[config.mk]
export PLATFORM = sky130hd
export DESIGN_NAME = nt_activation_ctrl
export DESIGN_NICKNAME = d
export VERILOG_FILES = /design/src/rtl/nt_act_pkg.sv /design/src/rtl/nt_act_runlen.sv /design/src/rtl/nt_act_fsm.sv /design/src/rtl/nt_act_symbol.sv /design/src/rtl/nt_activation_ctrl.sv
export SDC_FILE = /design/constraint.sdc
export NUM_CORES = 1
export LEC_CHECK = 0
export ABC_CLOCK_PERIOD_IN_PS = 3700
export BUFFER_PORTS_ARGS = -buffer_cell sky130_fd_sc_hd__buf_2
export CORE_ASPECT_RATIO = 0.7
export CORE_MARGIN = 2
export CORE_UTILIZATION = 37
export DETAILED_ROUTE_END_ITERATION = 12
export PLACE_DENSITY = 0.61
export REMOVE_ABC_BUFFERS = 1
export SLEW_MARGIN = 20
export SYNTH_ARGS = -nofsm -noshare
export SYNTH_HDL_FRONTEND = slang
export SYNTH_HIERARCHICAL = 1
export SYNTH_SLANG_ARGS = --single-unit
export TNS_END_PERCENT = 50
[constraint.sdc]
create_clock -name clk -period 3.7 [get_ports clk]
set_clock_uncertainty 0.1 [all_clocks]
set_input_delay 0.74 -clock clk [delete_from_list [all_inputs] [get_ports clk]]
set_output_delay 0.74 -clock clk [all_outputs]
set_load 0.01 [all_outputs]
[src/rtl/nt_act_pkg.sv]
package nt_act_pkg;

  typedef enum logic [1:0] {
    TX_INFO0 = 2'd0,
    TX_INFO2 = 2'd1,
    TX_INFO4 = 2'd2
  } tx_state_e;

  typedef enum logic [1:0] {
    RX_NONE  = 2'd0,
    RX_INFO1 = 2'd1,
    RX_INFO3 = 2'd2,
    RX_OTHER = 2'd3
  } rx_ind_e;

  localparam logic [2:0] SLOT_A = 3'd4;

  // data = {e, d, b2, b1}
  function automatic logic slot_symbol(tx_state_e st, logic [2:0] slot, logic [3:0] data);
    logic v;
    if (st == TX_INFO0)       v = 1'b1;
    else if (slot < 3'd4)     v = (st == TX_INFO4) ? data[slot[1:0]] : 1'b0;
    else if (slot == SLOT_A)  v = (st == TX_INFO4);
    else                      v = 1'b0;
    return v;
  endfunction

endpackage

[src/rtl/nt_act_runlen.sv]
module nt_act_runlen #(
  parameter int CNT_W = 4
) (
  input  logic             clk,
  input  logic             rst_n,
  input  logic             frame_start,
  input  logic             clear,
  input  logic             qualify,
  input  logic [CNT_W-1:0] limit,
  output logic             hit
);

  logic [CNT_W-1:0] cnt_q;

  function automatic logic reached(logic [CNT_W-1:0] c, logic [CNT_W-1:0] lim);
    logic [CNT_W:0] nxt;
    logic [CNT_W:0] eff;
    nxt = {1'b0, c} + 1'b1;
    eff = (lim == '0) ? {{CNT_W{1'b0}}, 1'b1} : {1'b0, lim};
    return nxt >= eff;
  endfunction

  assign hit = frame_start && !clear && qualify && reached(cnt_q, limit);

  always_ff @(posedge clk) begin
    if (!rst_n || clear)   cnt_q <= '0;
    else if (frame_start) begin
      if (!qualify || hit) cnt_q <= '0;
      else                 cnt_q <= cnt_q + 1'b1;
    end
  end

  assert_run_restart_R7: assert property (@(posedge clk) disable iff (!rst_n)
    (frame_start && !qualify) |=> (cnt_q == '0));

endmodule

[src/rtl/nt_act_fsm.sv]
module nt_act_fsm
  import nt_act_pkg::*;
(
  input  logic      clk,
  input  logic      rst_n,
  input  logic      frame_start,
  input  logic      deact_now,
  input  logic      req_now,
  input  rx_ind_e   rx_ind,
  input  logic      act_hit,
  input  logic      los_hit,
  output tx_state_e state,
  output logic      activated
);

  tx_state_e state_d;

  always_comb begin
    state_d = state;
    if (frame_start) begin
      if (deact_now) state_d = TX_INFO0;
      else begin
        unique case (state)
          TX_INFO0: if (req_now || rx_ind == RX_INFO1) state_d = TX_INFO2;
          TX_INFO2: if (act_hit) state_d = TX_INFO4;
          TX_INFO4: if (los_hit) state_d = TX_INFO0;
          default:  state_d = TX_INFO0;
        endcase
      end
    end
  end

  always_ff @(posedge clk) begin
    if (!rst_n) begin
      state     <= TX_INFO0;
      activated <= 1'b0;
    end else begin
      state <= state_d;
      if (frame_start) activated <= (state_d == TX_INFO4);
    end
  end

  assert_edge_only_R10: assert property (@(posedge clk) disable iff (!rst_n)
    (state != $past(state) || activated != $past(activated)) |-> $past(frame_start));

  assert_rise_needs_info3_R7: assert property (@(posedge clk) disable iff (!rst_n)
    $rose(activated) |-> ($past(rx_ind) == RX_INFO3 && $past(state) == TX_INFO2));

  assert_drop_needs_silence_R8: assert property (@(posedge clk) disable iff (!rst_n)
    (state == TX_INFO0 && $past(state) == TX_INFO4 && !$past(deact_now))
      |-> $past(rx_ind) == RX_NONE);

  assert_deact_wins_R9: assert property (@(posedge clk) disable iff (!rst_n)
    (frame_start && deact_now) |=> (state == TX_INFO0 && !activated));

endmodule

[src/rtl/nt_act_symbol.sv]
module nt_act_symbol
  import nt_act_pkg::*;
(
  input  logic      clk,
  input  logic      rst_n,
  input  tx_state_e state,
  input  logic [2:0] slot_sel,
  input  logic [3:0] chan_data,
  output logic      tx_bit
);

  assign tx_bit = slot_symbol(state, slot_sel, chan_data);

  assert_idle_ones_R2: assert property (@(posedge clk) disable iff (!rst_n)
    (state == TX_INFO0) |-> tx_bit);

  assert_wake_zero_R3: assert property (@(posedge clk) disable iff (!rst_n)
    (state == TX_INFO2) |-> !tx_bit);

  assert_abit_run_R4: assert property (@(posedge clk) disable iff (!rst_n)
    (state == TX_INFO4 && slot_sel == SLOT_A) |-> tx_bit);

endmodule

[src/rtl/nt_activation_ctrl.sv]
module nt_activation_ctrl
  import nt_act_pkg::*;
#(
  parameter int CNT_W = 4
) (
  input  logic             clk,
  input  logic             rst_n,
  input  logic             frame_start,
  input  logic [2:0]       slot_sel,
  input  logic             b1_bit,
  input  logic             b2_bit,
  input  logic             d_bit,
  input  logic             e_bit,
  input  logic [1:0]       rx_info,
  input  logic             act_req_wr,
  input  logic             deact_req,
  input  logic [CNT_W-1:0] act_frames,
  input  logic [CNT_W-1:0] los_frames,
  output logic             tx_bit,
  output logic [1:0]       tx_state,
  output logic             act_req_bit,
  output logic             activated
);

  logic      req_q, deact_q;
  logic      req_now, deact_now;
  logic      act_hit, los_hit;
  rx_ind_e   rx_ind;
  tx_state_e state;

  assign rx_ind    = rx_ind_e'(rx_info);
  assign req_now   = req_q | act_req_wr;
  assign deact_now = deact_q | deact_req;

  // host request bits: consumed at every frame boundary
  always_ff @(posedge clk) begin
    if (!rst_n) begin
      req_q   <= 1'b0;
      deact_q <= 1'b0;
    end else if (frame_start) begin
      req_q   <= 1'b0;
      deact_q <= 1'b0;
    end else begin
      req_q   <= req_now;
      deact_q <= deact_now;
    end
  end

  nt_act_runlen #(.CNT_W(CNT_W)) act_run_i (
    .clk(clk), .rst_n(rst_n), .frame_start(frame_start),
    .clear(state != TX_INFO2), .qualify(rx_ind == RX_INFO3),
    .limit(act_frames), .hit(act_hit)
  );

  nt_act_runlen #(.CNT_W(CNT_W)) los_run_i (
    .clk(clk), .rst_n(rst_n), .frame_start(frame_start),
    .clear(state != TX_INFO4), .qualify(rx_ind == RX_NONE),
    .limit(los_frames), .hit(los_hit)
  );

  nt_act_fsm fsm_i (
    .clk(clk), .rst_n(rst_n), .frame_start(frame_start),
    .deact_now(deact_now), .req_now(req_now), .rx_ind(rx_ind),
    .act_hit(act_hit), .los_hit(los_hit),
    .state(state), .activated(activated)
  );

  nt_act_symbol sym_i (
    .clk(clk), .rst_n(rst_n), .state(state), .slot_sel(slot_sel),
    .chan_data({e_bit, d_bit, b2_bit, b1_bit}), .tx_bit(tx_bit)
  );

  assign tx_state    = state;
  assign act_req_bit = req_q;

  assert_req_selfclear_R6: assert property (@(posedge clk) disable iff (!rst_n)
    frame_start |=> !act_req_bit);

  assert_wake_entry_R5: assert property (@(posedge clk) disable iff (!rst_n)
    (state == TX_INFO2 && $past(state) == TX_INFO0)
      |-> ($past(req_now) || $past(rx_ind) == RX_INFO1));

  assert_flag_tracks_R10: assert property (@(posedge clk) disable iff (!rst_n)
    activated == (state == TX_INFO4));

endmodule

==> tab_implementation.tex <==
\begin{tabular}{lr}
\hline
Metric & Value \\
\hline
\multicolumn{2}{l}{\textbf{Status}} \\
Run status & completed \\
\multicolumn{2}{l}{\textbf{Floorplanning}} \\
Area of the core & 2440 um2 \\
Starting utilization of the core area & 38.5\% \\
Number of placement rows & 15 \\
Horizontal extent of the die & approximately 64 um \\
Top-level I/O count & 27 \\
Die area & about 3000 um2 \\
Die Y & 46.2 um \\
\multicolumn{2}{l}{\textbf{Global route}} \\
Global-route wire length before repair & approximately 3.2 mm \\
Layer with the highest usage after global routing & met2 \\
Number of global-route vias before repair & roughly 720 \\
Residual overflow from global routing & 0 \\
Number of antenna violations at the first check in global routing & 0 \\
Global routing met3 resource utilization & approximately 5\% \\
Met1 GRT Util & 19.1\% \\
Total GRT Usage & about 14\% \\
Maximum number of pins on one net before global-route repair & 10 \\
Global-route met2 utilization & about 23\% \\
\multicolumn{2}{l}{\textbf{Yosys}} \\
Adder-cell share of the synthesized area & between 10\% and 20\% \\
Sequential area share after synthesis & 27.7\% \\
Synthesized area per cell & 9.30 um2 \\
Post-synthesis share of cell area spent on and, or, nand and nor gates & around a quarter \\
Cell taking the most area after synthesis & sky130\_fd\_sc\_hd\_\_dfxtp\_1 \\
Compound-gate portion of the synthesized area & 25.2\% \\
Mapped Area & 940 um2 \\
Portion of netlist area occupied by mux cells & around 2.1\% \\
Synthesized instance count & approximately 100 \\
Proportion of netlist area held by the largest area contributor & around 28\% \\
Synth Register Bits & 13 \\
Library cells used by synthesis & 30 \\
Ys Warns & 6 \\
Dominant cells by area after synthesis & sky130\_fd\_sc\_hd\_\_dfxtp\_1 28\%, sky130\_fd\_sc\_hd\_\_ha\_1 13\%, sky130\_fd\_sc\_hd\_\_a32o\_1 6.4\%, sky130\_fd\_sc\_hd\_\_a211o\_1 4.7\%, sky130\_fd\_sc\_hd\_\_nand2b\_4 4.4\% \\
Main combinational cell family by area after synthesis & compound AO/OA/AOI/OAI gates \\
Xor and xnor area share after synthesis & roughly 3.7\% \\
\multicolumn{2}{l}{\textbf{Setup path}} \\
Worst reg2reg path startpoint & los\_run\_i/cnt\_q[0]\$\_SDFFE\_PP0P\_ \\
Number of cell instances on the worst register-to-register path & 9 \\
Critical Path Most Common Cell & sky130\_fd\_sc\_hd\_\_a211o\_1 \\
Class of the most critical setup path & in2reg \\
Crit. Startpoint & los\_frames[2] \\
Cell Chain, Critical Path & buf\_2, inv\_1, a31o\_2, ha\_1, nand2b\_4, a211o\_1, a21oi\_1, nor3\_1, or3b\_1, a211o\_1, a21boi\_1 \\
Minimum setup slack among reg-to-reg paths & 1.18 ns \\
Category of the worst setup path capture point & flip-flop \\
Worst setup SP type & input pin \\
Biggest cell delay along the critical path & roughly 0.34 ns \\
Maximum net fanout on the critical path & 3 \\
Required time of the critical path & approximately 3.8 ns \\
Critical Path AT & 2.76 ns \\
Slowest cell on the critical path & sky130\_fd\_sc\_hd\_\_or3b\_1 \\
Reg-to-reg critical path endpoint & fsm\_i/state[1]\$\_SDFF\_PN0\_ \\
\multicolumn{2}{l}{\textbf{Hold path}} \\
Hold path depth & 2 \\
Worst min-delay path endpoint & fsm\_i/activated\$\_SDFFE\_PN0P\_ \\
Startpoint of the tightest hold check path & fsm\_i/activated\$\_SDFFE\_PN0P\_ \\
Kind of path behind the tightest hold check & reg2reg \\
\multicolumn{2}{l}{\textbf{Clock network}} \\
Number of setup buffers added after CTS & 0 \\
Clock tree from TritonCTS & built \\
Worst skew pair latency & 0.27 ns \\
Number of resized instances in the post-cts repair step & 0 \\
Clock-pin slew of the registers on the worst-case setup and hold paths & $\sim$0.080 ns \\
CTS sink cnt & 13 \\
CTS H-tree lvls & 1 \\
Max Root-Sink Buffers & 2 \\
CTS Root Cell & sky130\_fd\_sc\_hd\_\_clkbuf\_4 \\
Number of hold-repair buffers added at the cts stage & 0 \\
Number of clock buffers inserted by TritonCTS & 3 \\
\multicolumn{2}{l}{\textbf{Cells and area}} \\
Multi-input gate area in the final layout & between 600 and 700 um2 \\
Most common cell after layout, fill and taps aside & sky130\_fd\_sc\_hd\_\_buf\_2 \\
Share of layout cells above drive strength 1 & approximately a third \\
Nets & 164 \\
Fill cells & around 250 \\
Inserted Diodes & 0 \\
Register Area & around 260 um2 \\
Growth of design area from synthesis to finish & 21.2\% \\
Non-Filler Instances & approximately 170 \\
Highest-count cells in the layout ignoring fill and taps & 26 x sky130\_fd\_sc\_hd\_\_buf\_2, 13 x sky130\_fd\_sc\_hd\_\_dfxtp\_1, 10 x sky130\_fd\_sc\_hd\_\_ha\_1, 9 x sky130\_fd\_sc\_hd\_\_nand2\_1, 8 x sky130\_fd\_sc\_hd\_\_inv\_1 \\
\multicolumn{2}{l}{\textbf{Timing}} \\
Number of endpoints with negative hold slack in the final report & 0 \\
Final setup violation count & 0 \\
Time the final worst path needs with I/O delays and setup & approximately 2.7 ns \\
Hold Worst Slack & approximately 0.38 ns \\
Pins Over Slew Limit & 0 \\
Total negative setup slack & 0 ns \\
RSZ-0062 raised after global routing & false \\
Relative slew slack & 62.1\% \\
Pin slew with the least headroom to its limit & between 0.5 and 0.6 ns \\
Final clock period utilization by the worst path & 71.8\% \\
Highest clock rate & about 380 MHz \\
\multicolumn{2}{l}{\textbf{Placement}} \\
I/O Buffers & 26 \\
Number of instances in the placed design & 161 \\
Routability-driven placement congestion ratio & between 0.7 and 0.8 \\
Detailed placer's ending HPWL & $\sim$1.6 mm \\
\multicolumn{2}{l}{\textbf{Route}} \\
Vias per inst & $\sim$5 \\
Number of detailed-route iterations in the first pass & 4 \\
Post-detailed-route wirelength per cell & 11.6 um \\
Number of DRC markers after the initial detailed-route iteration & 24 \\
Total wire length after detailed routing & $\sim$1.9 mm \\
Detailed-route DRC error count & 0 \\
Antenna-violating nets left & 0 \\
Routed via count & $\sim$840 \\
\multicolumn{2}{l}{\textbf{Power}} \\
Pwr Density & 244 nW/um2 \\
Final Power & approximately 280 uW \\
Leakage power & roughly 0.00054 uW \\
Peak ir drop on the vdd network & 0.143 mV \\
\multicolumn{2}{l}{\textbf{Run}} \\
Number of max-cap violations & 0 \\
\hline
\end{tabular}
==> worst max-delay path: cells and delay by family <==
| family | cells | cell delay (ns) |
|---|---|---|
| AOI/OAI and AO/OA | 5 | 1.12 |
| adders and majority gates | 1 | 0.26 |
| buffers and inverters | 2 | 0.11 |
| and+or+nand+nor | 3 | 0.53 |
==> layer usage <==
| layer | vias to the layer above | wire length (um) |
|---|---|---|
| li1 | 442 | - |
| met1 | 378 | 998 |
| met2 | 20 | 799 |
| met3 | 2 | 104 |
| met4 | 0 | 8 |
| met5 | - | 0 |
==> state kept, by name, summed over array words and instances (netlist names) <==
| name | count |
|---|---|
| act_req_bit | 1 |
| act_run_i/cnt_q | 4 |
| los_run_i/cnt_q | 4 |
| fsm_i/activated | 1 |
| deact_q | 1 |
| fsm_i/state | 2 |
==> report_power, final <==
part,internal (uW),switching (uW)
clock network,41.7,45.2
registers,142,2.28
logic,25.4,22.0
total,209,69.5
==> worst max path at each step <==
stage | endpoint | slack, ns | depth (start not counted)
3_5_place_dp | fsm_i/activated$_SDFFE_PN0P_ | 0.76 | 11
6_report | fsm_i/state[1]$_SDFF_PN0_ | 1.04 | 11
3_3_place_gp | fsm_i/state[1]$_SDFF_PN0_ | 0.76 | 11
5_1_grt | fsm_i/state[1]$_SDFF_PN0_ | 0.94 | 11
4_1_cts | fsm_i/state[1]$_SDFF_PN0_ | 1.04 | 11
2_1_floorplan | fsm_i/state[1]$_SDFF_PN0_ | 0.94 | 10
==> cells by family after synthesis <==
group | after synthesis
xor+xnor | 4
mux | 2
compound gates | 29
buf+inv | 8
simple gates | 35
flops | 13
fa+ha+maj | 10
==> synth_stat cells (all sizes together) <==
master,n
a21oi,3
dfxtp,13
inv,8
or2,2
or3b,1
nor2b,4
nand2,9
o21ai,4
xor2,2
nor2,5
xnor2,2
a211o,5
nand3,2
o21a,2
nand3b,1
mux2i,2
nor3b,2
a31o,4
nor3,2
ha,10
nand2b,5
o2bb2ai,1
nand4b,2
a21boi,2
a211oi,1
a32o,6
o31a,1
==> metrics by stage <==
step	cell area, um2	setup slack (ns)	utilization, %
2_1_floorplan	940	0.942	-
3_3_place_gp	1110	0.764	45.6
3_5_place_dp	1110	0.762	45.6
4_1_cts	1140	1.04	46.7
5_1_grt	1140	0.944	46.7
6_report	1140	1.04	46.7
==> layout make-up <==
cell class / instances / share of cell area [%]
multi-input cells: 80 / 57.0
flip-flops and latches: 13 / 22.9
repair buffers: 26 / 11.4
well taps: 34 / 3.74
inverters: 8 / 2.64
clock buffers: 4 / 2.31
Note: power is estimated with default switching activity, not from simulation.
